[config.mk]
export PLATFORM = sky130hd
export DESIGN_NAME = ipm_top
export DESIGN_NICKNAME = d
export VERILOG_FILES = /design/src/rtl/ipm_pkg.sv /design/src/rtl/ipm_bound_mul.sv /design/src/rtl/ipm_bound_track.sv /design/src/rtl/ipm_top.sv
export SDC_FILE = /design/constraint.sdc
export NUM_CORES = 1
export LEC_CHECK = 0
export ABC_AREA = 1
export BUFFER_PORTS_ARGS = -buffer_cell sky130_fd_sc_hd__buf_4
export CAP_MARGIN = 20
export CORE_MARGIN = 2
export CORE_UTILIZATION = 35
export DETAILED_ROUTE_END_ITERATION = 10
export PLACE_DENSITY_LB_ADDON = 0.12
export SYNTH_ARGS = -nofsm -noshare
export SYNTH_HDL_FRONTEND = slang
export SYNTH_SLANG_ARGS = --single-unit
[constraint.sdc]
create_clock -name clk -period 19.24 [get_ports clk]
set_clock_uncertainty 0.15 [all_clocks]
set_input_delay 0 -clock clk [delete_from_list [all_inputs] [get_ports clk]]
set_output_delay 0 -clock clk [all_outputs]
set_load 0.005 [all_outputs]
[src/rtl/ipm_pkg.sv]
package ipm_pkg;
    localparam int EXP_W   = 5;
    localparam int FRAC_W  = 10;
    localparam int BIAS    = 15;
    localparam int HW      = 1 + EXP_W + FRAC_W;
    localparam int SIG_W   = FRAC_W + 1;
    localparam int PROD_W  = 2 * SIG_W;
    localparam int EXP_MAX = (1 << EXP_W) - 1;
    localparam int WORD_W  = 2 * HW;
    localparam int PAIRS   = 4;
    localparam int IDX_W   = $clog2(PAIRS);

    typedef logic [HW-1:0] half_t;

    typedef enum logic [1:0] {
        ST_IDLE,
        ST_PROD,
        ST_DONE
    } ipm_state_t;

    // Signed ordering key: both zero encodings map to 0, infinities sort outermost.
    function automatic logic signed [HW+1:0] half_key(input half_t h);
        logic signed [HW+1:0] mag;
        mag = $signed({3'b000, h[HW-2:0]});
        if (h[HW-2 -: EXP_W] == '0) mag = '0;
        return h[HW-1] ? -mag : mag;
    endfunction
endpackage

[src/rtl/ipm_bound_mul.sv]
module ipm_bound_mul
    import ipm_pkg::*;
(
    input  half_t op_x,
    input  half_t op_y,
    output half_t prod_dn,
    output half_t prod_up
);
    localparam int EW = EXP_W + 3;
    localparam logic signed [EW-1:0] EXP_TOP = EW'(EXP_MAX);
    localparam logic signed [EW-1:0] EXP_ONE = EW'(1);

    logic                     res_sign;
    logic                     res_zero;
    logic                     inexact;
    logic [PROD_W-1:0]        prod;
    logic [SIG_W-1:0]         mant_t;
    logic signed [EW-1:0]     ex_s;
    logic signed [EW-1:0]     ey_s;
    logic signed [EW-1:0]     exp_t;

    always_comb begin
        res_sign = op_x[HW-1] ^ op_y[HW-1];
        res_zero = (op_x[HW-2 -: EXP_W] == '0) || (op_y[HW-2 -: EXP_W] == '0);
        prod = PROD_W'({1'b1, op_x[FRAC_W-1:0]}) * PROD_W'({1'b1, op_y[FRAC_W-1:0]});
        ex_s = {3'b000, op_x[HW-2 -: EXP_W]};
        ey_s = {3'b000, op_y[HW-2 -: EXP_W]};
        if (prod[PROD_W-1]) begin
            mant_t  = prod[PROD_W-1 -: SIG_W];
            inexact = |prod[SIG_W-1:0];
        end else begin
            mant_t  = prod[PROD_W-2 -: SIG_W];
            inexact = |prod[SIG_W-2:0];
        end
        exp_t = ex_s + ey_s - EW'(BIAS) + {{(EW-1){1'b0}}, prod[PROD_W-1]};
    end

    // Direction 0 rounds toward minus infinity, direction 1 toward plus infinity.
    for (genvar gd = 0; gd < 2; gd++) begin : g_dir
        logic                 grow;
        logic [SIG_W:0]       mant_r;
        logic signed [EW-1:0] exp_r;
        half_t                res;

        always_comb begin
            grow   = (gd == 0) ? res_sign : ~res_sign;
            mant_r = {1'b0, mant_t} + {{SIG_W{1'b0}}, (inexact & grow)};
            exp_r  = exp_t;
            if (mant_r[SIG_W]) begin
                mant_r = mant_r >> 1;
                exp_r  = exp_t + EXP_ONE;
            end
            if (res_zero)
                res = '0;
            else if (exp_r >= EXP_TOP)
                res = grow ? {res_sign, {EXP_W{1'b1}}, {FRAC_W{1'b0}}}
                           : {res_sign, EXP_W'(EXP_MAX - 1), {FRAC_W{1'b1}}};
            else if (exp_r < EXP_ONE)
                res = grow ? {res_sign, EXP_W'(1), {FRAC_W{1'b0}}} : '0;
            else
                res = {res_sign, exp_r[EXP_W-1:0], mant_r[FRAC_W-1:0]};
        end

        always_comb begin
            if (!res_zero)
                assert_hidden_R2: assert (mant_r[SIG_W] == 1'b0 && mant_r[FRAC_W] == 1'b1)
                    else $error("significand not normalised");
            assert_zero_enc_R6: assert (res[HW-2 -: EXP_W] != '0 || res == '0)
                else $error("bad zero or denormal encoding");
        end

        if (gd == 0) begin : g_dn
            assign prod_dn = res;
        end else begin : g_up
            assign prod_up = res;
        end
    end

    always_comb begin
        assert_no_overflow_R4: assert (prod_dn != {1'b0, {EXP_W{1'b1}}, {FRAC_W{1'b0}}}
                                    && prod_up != {1'b1, {EXP_W{1'b1}}, {FRAC_W{1'b0}}})
            else $error("infinity produced against rounding direction");
    end
endmodule

[src/rtl/ipm_bound_track.sv]
module ipm_bound_track
    import ipm_pkg::*;
#(
    parameter bit KEEP_MAX = 1'b0
) (
    input  logic  clk,
    input  logic  reset,
    input  logic  step,
    input  logic  first,
    input  half_t cand,
    output half_t bound
);
    logic better;

    always_comb begin
        if (KEEP_MAX)
            better = half_key(cand) > half_key(bound);
        else
            better = half_key(cand) < half_key(bound);
    end

    always_ff @(posedge clk) begin
        if (reset)
            bound <= '0;
        else if (step && (first || better))
            bound <= cand;
    end
endmodule

[src/rtl/ipm_top.sv]
module ipm_top
    import ipm_pkg::*;
(
    input  logic              clk,
    input  logic              clk_en,
    input  logic              reset,
    input  logic              start,
    input  logic [WORD_W-1:0] dataa,
    input  logic [WORD_W-1:0] datab,
    output logic [WORD_W-1:0] result,
    output logic              done
);
    localparam logic [IDX_W-1:0] IDX_LAST = IDX_W'(PAIRS - 1);

    ipm_state_t        state_q, state_d;
    logic [IDX_W-1:0]  idx_q;
    logic [WORD_W-1:0] opa_q, opb_q;
    half_t             sel_x, sel_y;
    half_t             cand [2];
    half_t             bnd  [2];
    logic              accept;

    assign accept = (state_q == ST_IDLE) && start;

    // State register
    always_ff @(posedge clk) begin
        if (reset)
            state_q <= ST_IDLE;
        else if (clk_en)
            state_q <= state_d;
    end

    // Next state
    always_comb begin
        state_d = state_q;
        unique case (state_q)
            ST_IDLE: if (start) state_d = ST_PROD;
            ST_PROD: if (idx_q == IDX_LAST) state_d = ST_DONE;
            ST_DONE: state_d = ST_IDLE;
            default: state_d = ST_IDLE;
        endcase
    end

    // Operand capture and pair index
    always_ff @(posedge clk) begin
        if (reset) begin
            idx_q <= '0;
            opa_q <= '0;
            opb_q <= '0;
        end else if (clk_en) begin
            if (accept) begin
                opa_q <= dataa;
                opb_q <= datab;
                idx_q <= '0;
            end else if (state_q == ST_PROD) begin
                idx_q <= idx_q + 1'b1;
            end
        end
    end

    // idx bit 1 picks the dataa end point, bit 0 the datab end point
    assign sel_x = idx_q[1] ? opa_q[WORD_W-1 -: HW] : opa_q[HW-1:0];
    assign sel_y = idx_q[0] ? opb_q[WORD_W-1 -: HW] : opb_q[HW-1:0];

    ipm_bound_mul u_mul (
        .op_x    (sel_x),
        .op_y    (sel_y),
        .prod_dn (cand[0]),
        .prod_up (cand[1])
    );

    for (genvar gi = 0; gi < 2; gi++) begin : g_trk
        ipm_bound_track #(.KEEP_MAX(gi == 1)) u_trk (
            .clk   (clk),
            .reset (reset),
            .step  (clk_en && state_q == ST_PROD),
            .first (idx_q == '0),
            .cand  (cand[gi]),
            .bound (bnd[gi])
        );
    end

    // Outputs
    always_comb begin
        done   = (state_q == ST_DONE);
        result = {bnd[1], bnd[0]};
    end

    assert_input_finite_R1: assert property (@(posedge clk) disable iff (reset)
        (accept && clk_en) |-> (dataa[HW-2 -: EXP_W] != '1 && dataa[WORD_W-2 -: EXP_W] != '1
                              && datab[HW-2 -: EXP_W] != '1 && datab[WORD_W-2 -: EXP_W] != '1))
        else $error("non-finite operand");

    assert_done_pulse_R7: assert property (@(posedge clk) disable iff (reset)
        (done && clk_en) |=> !done)
        else $error("done longer than one enabled cycle");

    assert_stall_R8: assert property (@(posedge clk) disable iff (reset)
        !clk_en |=> ($stable(result) && $stable(done) && $stable(state_q)))
        else $error("progress while clk_en low");

    assert_busy_R9: assert property (@(posedge clk) disable iff (reset)
        (state_q != ST_IDLE) |=> ($stable(opa_q) && $stable(opb_q)))
        else $error("operands changed while busy");

    assert_order_R11: assert property (@(posedge clk) disable iff (reset)
        done |-> (half_key(result[HW-1:0]) <= half_key(result[WORD_W-1 -: HW])))
        else $error("lower end above upper end");
endmodule

==> results.tsv, run 1 <==
stage	metric	value	unit
clocking	cts_sinks	100	
routing	ant_nets	0	
logic_synthesis	synth_area	12400	um^2
timing	finalMaxSlewViolations	0	
place	placed_cell_area	13600	um^2
power	p_total	0.00107	W
place	place_hpwl	29.2	mm
die	die_area	37000	um^2
min_path	hold_class	in2reg	
die	die_w	192	um
clocking	path_clk_slew	0.08	ns
power	ir_drop	0.0000462	V
timing	period_share	59.9	%
critical_path	cp_slowest_stage_delay	0.72	ns
flow_run	drv_cap	0	
clocking	cts.repair.resized	0	
critical_path	arrival	11.64	ns
clocking	cts-root-buf	clkbuf_16	
timing	max_freq	86.8	MHz
timing	hold_viol	0	
global_route	grt_pass1_wl	60.0	mm
die	placement_rows	69	
run_status	status	finished, final reports clean	
final_layout	layoutNonFillerInstCount	2477	
timing	post-route-min-period	11.52	ns
routing	drc_errors	0	
final_layout	syn_to_final_growth	17.7	%
final_layout	diodes	0	
timing	grt_setup_unrepaired	no	
die	core_area	35200	um^2
global_route	grt_antenna_before_repair	0	
routing	drt_iter0_drc	654	
routing	dr_total_vias	12000	
critical_path	critPathRequiredTime	19.35	ns
global_route	grt_remaining_overflow	0	
critical_path	crit_type	reg2reg	
logic_synthesis	syn_inst	1870	
logic_synthesis	yosysSeqAreaShare	16.1	%
final_layout	register_area	2000	um^2
clocking	post_cts_buffers	0	
logic_synthesis	avgSynthCellArea	6.64	um^2
die	pin_count	101	
timing	tightest_slew	0.901	ns
clocking	clock_latency	0.37	ns
place	port_buffers	100	
critical_path	endpoint_kind	flop	
die	dieHeight	192	um
final_layout	drive_above_1_share	11.3	%
routing	routed_wl	36.3	mm
power	p_per_area	73.0	nW/um^2
routing	post_drt_via_cell_ratio	4.83	
timing	fin_setup_tns	0	ns
clocking	cts_made_buffers	9	
final_layout	fin_nets	2272	
logic_synthesis	synth_nets	2131	
die	initial_core_util	35.3	%
clocking	cts_tree	yes	
critical_path	cp-start-kind	flop	
clocking	cts-htree-levels	3	
timing	hold_ws	0.236	ns
clocking	cts_buffer_depth	2	
global_route	grt_max_degree	97	
final_layout	multi_input_area	8910	um^2
critical_path	path_common_cell	nand2_1	
global_route	grt_pass1_vias	11800	
power	p_leak	7.58	nW
critical_path	crit_slowest_cell	o21ai_0	
final_layout	filler_cell_count	3793	
place	gp_congestion	0.900	
timing	setup_viol	0	
place	dp_cells	2392	
routing	wl_per_cell	14.7	um
global_route	grt_use_total	20.3	%
timing	slew-limit-headroom	39.6	%
routing	dr.pass1.iters	5	
final_layout	design_area	14600	um^2
logic_synthesis	ys_warn_count	0	
logic_synthesis	synth_seq_cells	100	
critical_path	cp_max_fo	34	
logic_synthesis	ys_types	53	
clocking	hold_buffers	67	
power by group:
group | switching, W | internal (W)
Combinational | 0.000411 | 0.000229
Sequential | 0.0000114 | 0.000222
Clock | 0.0000915 | 0.000104
Total | 0.000514 | 0.000555
critical path, delay by kind of cell, from the launching register on:
| family | cells | cell delay [ns] |
|---|---|---|
| compound gates | 5 | 1.56 |
| xor+xnor | 2 | 0.45 |
| fa+ha+maj | 9 | 3.47 |
| buf+inv | 10 | 1.02 |
| flops | 1 | 0.31 |
| simple gates | 36 | 4.41 |
cells in the mapped netlist (all sizes together):
cell type / instances / share of area, %
nand2: 449 / 15
inv: 331 / 10
nor2: 225 / 7.4
o21ai: 170 / 6.9
ha: 112 / 11
a21oi: 110 / 4.8
dfxtp: 100 / 16
nand3: 85 / 4.1
fa: 81 / 13
xor2: 49 / 3.5
clkbuf: 35 / 1.1
nand4: 25 / 1.3
xnor2: 23 / 1.7
buf: 19 / 1.1
nor3: 12 / 0.52
or2: 8 / 0.40
a211oi: 6 / 0.36
nor4: 5 / 0.25
and3: 4 / 0.20
o31ai: 3 / 0.18
clkinv: 2 / 0.060
nand3b: 2 / 0.12
o211ai: 2 / 0.12
o21bai: 2 / 0.12
a21boi: 1 / 0.091
a21o: 1 / 0.060
a221oi: 1 / 0.071
a31oi: 1 / 0.050
and3b: 1 / 0.071
nor4b: 1 / 0.071
o2111ai: 1 / 0.071
o21a: 1 / 0.060
o221a: 1 / 0.091
o41ai: 1 / 0.071
final timing paths:
path	slack, ns	cells after the start	from	end
worst max-delay path	7.72	62	idx_q[0]	g_trk[0].u_trk.bound[10]
worst min-delay path	0.24	3	reset	idx_q[0]
worst max register to register	7.72	62	idx_q[0]	g_trk[0].u_trk.bound[10]
worst min register to register	0.30	2	opa_q[13]	opa_q[13]
layer usage:
metal	wire length, um	track usage, %
met5	0	0
met4	782	5.26
met3	1240	2.56
met2	17100	34.6
met1	17200	27.0
cells by family after synthesis:
logic type / Yosys count / share of synthesized area, %
buffers and inverters: 387 / 12.2
AOI/OAI and AO/OA: 301 / 13.1
DFF: 100 / 16.1
xor gates and xnor gates: 72 / 5.20
adders and majority gates: 193 / 24.3
and+or+nand+nor: 817 / 29.1
sequential cells by signal, indices dropped and copies added, names as in the netlist:
register	cells
g_trk.u_trk.bound	32
opa_q	32
opb_q	32
idx_q	2
state_q	2
placed cells by master (no fill, tap or decap), types with 2 or more instances in the layout:
cell / n
nor3_1: 11
o211ai_1: 2
nor2_1: 211
inv_4: 2
o21ai_1: 25
clkinv_1: 2
clkbuf_16: 9
nor2_4: 3
and3_1: 4
xor2_1: 48
nand3_1: 75
fa_1: 81
or2_1: 2
nand3b_1: 2
dlygate4sd3_1: 67
buf_4: 115
a21oi_2: 12
inv_2: 13
nand2_4: 13
or2_2: 6
o31ai_1: 3
nand3_4: 4
ha_1: 112
nor2_8: 2
inv_1: 316
inv_6: 2
a211oi_1: 6
nor4_1: 5
nand4_1: 25
o21ai_2: 3
a21oi_1: 98
nand3_2: 6
dfxtp_1: 100
o21bai_1: 2
nor2_2: 9
nand2_2: 18
nand2_1: 418
o21ai_0: 142
xnor2_1: 22
layout make-up:
cell class / instances / share of cell area (%)
well taps: 461 / 3.94
repair buffers: 184 / 10.8
flip-flops and latches: 100 / 13.7
multi-input cells: 1383 / 60.9
clock buffers: 10 / 1.57
clock inverters: 6 / 0.547
inverters: 333 / 8.58
through the flow:
step           worst slack [ns]  util (%)
5_1_grt                    6.52      41.5
3_3_place_gp               7.07      38.6
4_1_cts                    6.89      41.4
6_report                   7.72      41.5
3_5_place_dp               6.92      38.6
2_1_floorplan              8.82         -
Power figures use the tool's default switching activity.
==> inputs of run 2 (changes only) <==
clock period = 10.61 ns   (was 19.24 ns; I/O delays follow)
==> run 2 against run 1 <==
Sequential cell count did not move; first-iteration DRC count fell by 20%; critical endpoint is now g_trk[1].u_trk.bound[12]; register-to-register slack got worse by 7.2 ns; maximum frequency rose by 14%.
==> results.tsv, run 2 (synthesis gave the netlist of run 1 again) <==
stage	metric	value	unit	change
run_status	status	finished, final reports clean		unchanged
final_layout	fin_nets	2368		was 2272
timing	finalMaxSlewViolations	0		unchanged
final_layout	syn_to_final_growth	29.6	%	was 17.7%
timing	post-route-min-period	10.09	ns	was 11.52 ns
clocking	cts_sinks	100		unchanged
die	pin_count	101		unchanged
critical_path	cp_slowest_stage_delay	0.55	ns	was 0.72 ns
critical_path	cp_max_fo	16		was 34
critical_path	crit_slowest_cell	fa_1		was o21ai_0
routing	dr_total_vias	12400		was 12000
routing	drt_iter0_drc	526		was 654
power	ir_drop	0.0000962	V	was 0.0000462 V
flow_run	drv_cap	0		unchanged
clocking	cts_made_buffers	9		unchanged
power	swShare	48.0	%	was 48.1%
clocking	path_clk_slew	0.08	ns	about the same
timing	setup_viol	0		unchanged
final_layout	diodes	0		unchanged
clocking	clock_latency	0.37	ns	about the same
final_layout	filler_cell_count	3704		was 3793
critical_path	arrival	10.19	ns	was 11.64 ns
critical_path	r2r_cells	63		was 62
final_layout	register_area	2010	um^2	was 2000 um^2
power	power_frac_seq	20.0	%	was 21.9%
min_path	whs_endpoint	idx_q[1]		was idx_q[0]
timing	tightest_slew	0.858	ns	was 0.901 ns
power	clkPwrFrac	16.5	%	was 18.3%
critical_path	endpoint_kind	flop		unchanged
power	combPwrFrac	63.6	%	was 59.8%
critical_path	critPathRequiredTime	10.71	ns	was 19.35 ns
final_layout	largest_registers	g_trk.u_trk.bound x32, opa_q x32, opb_q x32		unchanged
clocking	cts-root-buf	clkbuf_16		unchanged
final_layout	drive_above_1_share	20.4	%	was 11.3%
clocking	cts_tree	yes		unchanged
die	die_area	37000	um^2	unchanged
critical_path	crit_start	idx_q[0]		unchanged
power	power.net_switching	0.00102	W	was 0.000514 W
global_route	grt_max_degree	97		unchanged
critical_path	r2r_end	g_trk[1].u_trk.bound[12]		was g_trk[0].u_trk.bound[10]
place	dp_cells	2427		was 2392
global_route	grt_antenna_before_repair	1		was 0
power	p_total	0.00212	W	was 0.00107 W
routing	wl_per_cell	14.7	um	about the same
clocking	cts_buffer_depth	2		unchanged
power	p_leak	8.16	nW	was 7.58 nW
critical_path	rrSetupSlack	0.52	ns	was 7.72 ns
timing	period_share	95.1	%	was 59.9%
critical_path	cp-start-kind	flop		unchanged
critical_path	r2r_start	idx_q[0]		unchanged
routing	routed_wl	37.9	mm	was 36.3 mm
power	p_per_area	132	nW/um^2	was 73.0 nW/um^2
die	initial_core_util	35.3	%	unchanged
die	core_area	35200	um^2	unchanged
global_route	grt_remaining_overflow	0		unchanged
power	intPower	0.00110	W	was 0.000555 W
min_path	hold_path_depth	3		unchanged
global_route	grt_pass1_vias	11900		was 11800
final_layout	layoutNonFillerInstCount	2573		was 2477
place	port_buffers	100		unchanged
final_layout	layout_commonest_cell	nand2_1		unchanged
min_path	hold_class	in2reg		unchanged
place	place_hpwl	29.5	mm	was 29.2 mm
routing	dr.pass1.iters	5		unchanged
clocking	cts-htree-levels	3		unchanged
global_route	grt_use_total	20.2	%	was 20.3%
die	die_w	192	um	unchanged
timing	hold_ws	0.226	ns	was 0.236 ns
min_path	worstHoldStart	reset		unchanged
final_layout	multi_input_area	9450	um^2	was 8910 um^2
routing	drc_errors	0		unchanged
timing	hold_viol	0		unchanged
final_layout	layout_common_cells	nand2_1, inv_1, nor2_1		unchanged
routing	ant_nets	0		unchanged
timing	slew-limit-headroom	42.6	%	was 39.6%
critical_path	path_common_cell	nand2_1		unchanged
die	placement_rows	69		unchanged
die	dieHeight	192	um	unchanged
place	gp_congestion	0.877		was 0.900
critical_path	crit_type	reg2reg		unchanged
global_route	grt_pass1_wl	59.7	mm	was 60.0 mm
routing	post_drt_via_cell_ratio	4.81		was 4.83
timing	max_freq	99.1	MHz	was 86.8 MHz
run 2: cell types whose count changed in the layout (fill, tap and decap cells not counted), sizes merged:
cell	previous run	this run
buf	117	206
clkbuf	10	15
clkinv	4	6
run 2: power groups by stage:
stage | Combinational, W | Sequential, W | Clock (W)
2_1_floorplan | 0.000854 | 0.000425 | 0
3_3_place_gp | 0.00118 | 0.000430 | 0
3_5_place_dp | 0.00118 | 0.000431 | 0
4_1_cts | 0.00121 | 0.000422 | 0.000359
5_1_grt | 0.00152 | 0.000428 | 0.000373
6_report | 0.00135 | 0.000424 | 0.000350
run 2: metrics by stage:
step	area, um^2	setup TNS, ns	setup slack, ns	utilization [%]
2_1_floorplan	12400	0	0.186	-
3_3_place_gp	13900	0	0.0685	39.4
3_5_place_dp	13900	-0.000189	-0.000189	39.4
4_1_cts	14900	0	0.0133	42.3
5_1_grt	16100	-3.13	-0.137	45.7
6_report	16100	0	0.519	45.7
run 2: area by class of cell:
| type | count | share of cell area [%] |
|---|---|---|
| clock buffer | 9 | 1.40 |
| clock inverter | 7 | 0.482 |
| tap | 461 | 3.58 |
| timing repair inverter | 1 | 0.0388 |
| timing repair buffer | 279 | 15.4 |
| inverter | 333 | 7.94 |
| sequential | 100 | 12.5 |
| multi-input combinational | 1383 | 58.7 |
run 2: how the worst max path moves through the flow:
stage | endpoint | slack, ns
5_1_grt | g_trk[0].u_trk.bound[13] | -0.14
3_5_place_dp | g_trk[0].u_trk.bound[13] | -0.0002
2_1_floorplan | g_trk[1].u_trk.bound[15] | 0.19
6_report | g_trk[1].u_trk.bound[12] | 0.52
3_3_place_gp | g_trk[0].u_trk.bound[11] | 0.07
4_1_cts | g_trk[0].u_trk.bound[13] | 0.01
run 2: metal layers:
| metal | global-route usage [%] | up-vias | share of wire [%] |
|---|---|---|---|
| met5 | 0 | - | 0 |
| met4 | 6.25 | 0 | 2.3 |
| met3 | 2.76 | 55 | 3.4 |
| met2 | 34.3 | 233 | 48 |
| met1 | 26.4 | 5755 | 46 |
| li1 | - | 6334 | - |
run 2: repair_timing:
item | 4_1_cts | 5_1_grt
hold buffers | 67 | 0
hold endpoints to repair | 68 | 0
buffers inserted | 0 | 55
gates cloned | 0 | 8
pin swaps | 0 | 55
setup endpoints to repair | 30 | 32
gates resized for setup | 5 | 163
run 2: worst max-delay path, delay by kind of cell (launching register included):
family / cells / cell delay [ns]
flip-flops: 1 / 0.38
AND/OR/NAND/NOR: 21 / 1.84
adder cells (fa/ha/maj): 10 / 3.56
AO/OA/AOI/OAI: 15 / 2.23
buffers and inverters: 16 / 1.55
XOR/XNOR: 1 / 0.21
==> inputs of run 3 (changes only) <==
RECOVER_POWER = 25   (was not set)
SLEW_MARGIN = 20   (was not set)
==> run 3 against run 2 <==
Critical path depth unchanged; first-iteration DRC count grew 2.1%; worst setup slack worse by 0.011 ns; via count about the same; register-to-register slack barely moved; largest cell class unchanged; critical path type unchanged.
==> results.tsv, run 3 (synthesis gave the netlist of run 1 again) <==
stage	metric	value	unit	change
critical_path	r2r_cells	63		unchanged
power	p_per_area	132	nW/um^2	about the same
critical_path	crit_type	reg2reg		unchanged
clocking	cts_sinks	100		unchanged
die	placement_rows	69		unchanged
routing	post_drt_via_cell_ratio	4.81		about the same
clocking	cts-root-buf	clkbuf_16		unchanged
final_layout	diodes	0		unchanged
critical_path	crit_slowest_cell	fa_1		unchanged
timing	finalMaxSlewViolations	0		unchanged
routing	dr_total_vias	12400		about the same
global_route	grt_max_degree	97		unchanged
routing	routed_wl	37.9	mm	about the same
die	initial_core_util	35.3	%	unchanged
routing	ant_nets	0		unchanged
die	die_w	192	um	unchanged
timing	tightest_slew	0.867	ns	was 0.858 ns
routing	wl_per_cell	14.7	um	about the same
final_layout	largest_registers	g_trk.u_trk.bound x32, opa_q x32, opb_q x32		unchanged
clocking	cts_buffer_depth	2		unchanged
place	place_hpwl	29.5	mm	unchanged
global_route	groute.layer.met2.usage	34.3	%	unchanged
routing	dr.pass1.iters	5		unchanged
critical_path	rrSetupSlack	0.51	ns	was 0.52 ns
critical_path	cp_max_fo	16		unchanged
place	gp_congestion	0.877		unchanged
final_layout	fin_nets	2368		unchanged
place	port_buffers	100		unchanged
global_route	grt_pass1_vias	11900		unchanged
die	dieHeight	192	um	unchanged
global_route	busiest_layer	met2		unchanged
timing	setup_viol	0		unchanged
critical_path	endpoint_kind	flop		unchanged
final_layout	filler_cell_count	3717		was 3704
power	p_leak	8.11	nW	was 8.16 nW
clocking	cts-htree-levels	3		unchanged
clocking	clock_latency	0.37	ns	about the same
timing	max_freq	99.0	MHz	was 99.1 MHz
critical_path	r2r_end	g_trk[1].u_trk.bound[12]		unchanged
min_path	worstHoldStart	reset		unchanged
global_route	use_met3	2.76	%	unchanged
run_status	status	finished, final reports clean		unchanged
timing	post-route-min-period	10.10	ns	was 10.09 ns
critical_path	arrival	10.20	ns	was 10.19 ns
global_route	grt_use_total	20.2	%	unchanged
routing	drc_errors	0		unchanged
timing	slew-limit-headroom	42.2	%	was 42.6%
die	pin_count	101		unchanged
clocking	cts_tree	yes		unchanged
timing	hold_ws	0.224	ns	was 0.226 ns
final_layout	drive_above_1_share	19.9	%	was 20.4%
flow_run	drv_cap	0		unchanged
final_layout	layout_commonest_cell	nand2_1		unchanged
global_route	grt_remaining_overflow	0		unchanged
die	core_area	35200	um^2	unchanged
timing	period_share	95.2	%	was 95.1%
critical_path	r2r_start	idx_q[0]		unchanged
min_path	whs_endpoint	idx_q[1]		unchanged
global_route	use_met1	26.4	%	unchanged
critical_path	path_common_cell	nand2_1		unchanged
final_layout	layout_common_cells	nand2_1, inv_1, nor2_1		unchanged
die	die_area	37000	um^2	unchanged
critical_path	critPathRequiredTime	10.71	ns	about the same
final_layout	design_area	16100	um^2	about the same
min_path	hold_path_depth	3		unchanged
power	ir_drop	0.0000966	V	was 0.0000962 V
clocking	cts_made_buffers	9		unchanged
place	placed_cell_area	13900	um^2	unchanged
global_route	grt_pass1_wl	59.7	mm	unchanged
min_path	hold_class	in2reg		unchanged
critical_path	cp-start-kind	flop		unchanged
critical_path	cp_slowest_stage_delay	0.55	ns	about the same
clocking	path_clk_slew	0.08	ns	about the same
place	dp_cells	2427		unchanged
timing	hold_viol	0		unchanged
global_route	grt_antenna_before_repair	1		unchanged
final_layout	syn_to_final_growth	29.3	%	was 29.6%
timing	fin_setup_tns	0	ns	unchanged
final_layout	layoutNonFillerInstCount	2573		unchanged
routing	drt_iter0_drc	537		was 526
run 3: worst max path at each step:
| stage | start | endpoint | slack [ns] | cells after the start |
|---|---|---|---|---|
| finish | idx_q[0] | g_trk[1].u_trk.bound[12] | 0.51 | 63 |
| global placement | idx_q[0] | g_trk[0].u_trk.bound[11] | 0.07 | 59 |
| floorplan | idx_q[0] | g_trk[1].u_trk.bound[15] | 0.19 | 66 |
| detailed placement | idx_q[1] | g_trk[0].u_trk.bound[13] | -0.0002 | 60 |
| CTS | idx_q[0] | g_trk[0].u_trk.bound[13] | 0.01 | 64 |
| global route | idx_q[1] | g_trk[0].u_trk.bound[13] | -0.14 | 64 |
run 3: layout make-up:
cell class                      count  area (um^2)  share of cell area, %
Multi-Input combinational cell   1383         9450                   58.8
Sequential cell                   100         2010                   12.5
Clock buffer                        9          225                   1.40
Inverter                          333         1280                   7.96
Timing Repair Buffer              279         2440                   15.2
Tap cell                          461          577                   3.59
Timing Repair inverter              1         6.26                 0.0389
Clock inverter                      7         77.6                  0.483
run 3: metrics by stage:
step | setup slack (ns) | utilization [%] | power [W]
6_report | 0.508 | 45.6 | 0.00212
5_1_grt | -0.137 | 45.6 | 0.00232
4_1_cts | 0.0133 | 42.3 | 0.00199
3_5_place_dp | -0.000189 | 39.4 | 0.00161
3_3_place_gp | 0.0685 | 39.4 | 0.00161
2_1_floorplan | 0.186 | - | 0.00128
run 3: routing by layer:
metal,vias to the layer above,wire (um)
met1,5758,17700
li1,6338,-
met4,0,874
met2,217,18100
met3,58,1230
met5,-,0
run 3: timing repair:
item / 4_1_cts / 5_1_grt
resized for setup: 5 / 163
hold endpoints to repair: 68 / 0
hold buffers: 67 / 0
endpoints found under the setup margin: 30 / 32
gates cloned: 0 / 8
pin swaps: 0 / 55
buffers inserted: 0 / 55
run 3: worst max-delay path: cells and delay by family, from the launching register on:
kind            cells  cell delay (ns)
flops               1             0.38
buf+inv            16             1.55
simple gates       21             1.84
compound gates     15             2.23
xor+xnor            1             0.21
fa+ha+maj          10             3.58
run 3: report_power, final:
part           internal [W]  switching, W  total, W
sequential         0.000403     0.0000212  0.000424
combinational      0.000531      0.000817   0.00135
clock              0.000168      0.000182  0.000350
total               0.00110       0.00102   0.00212
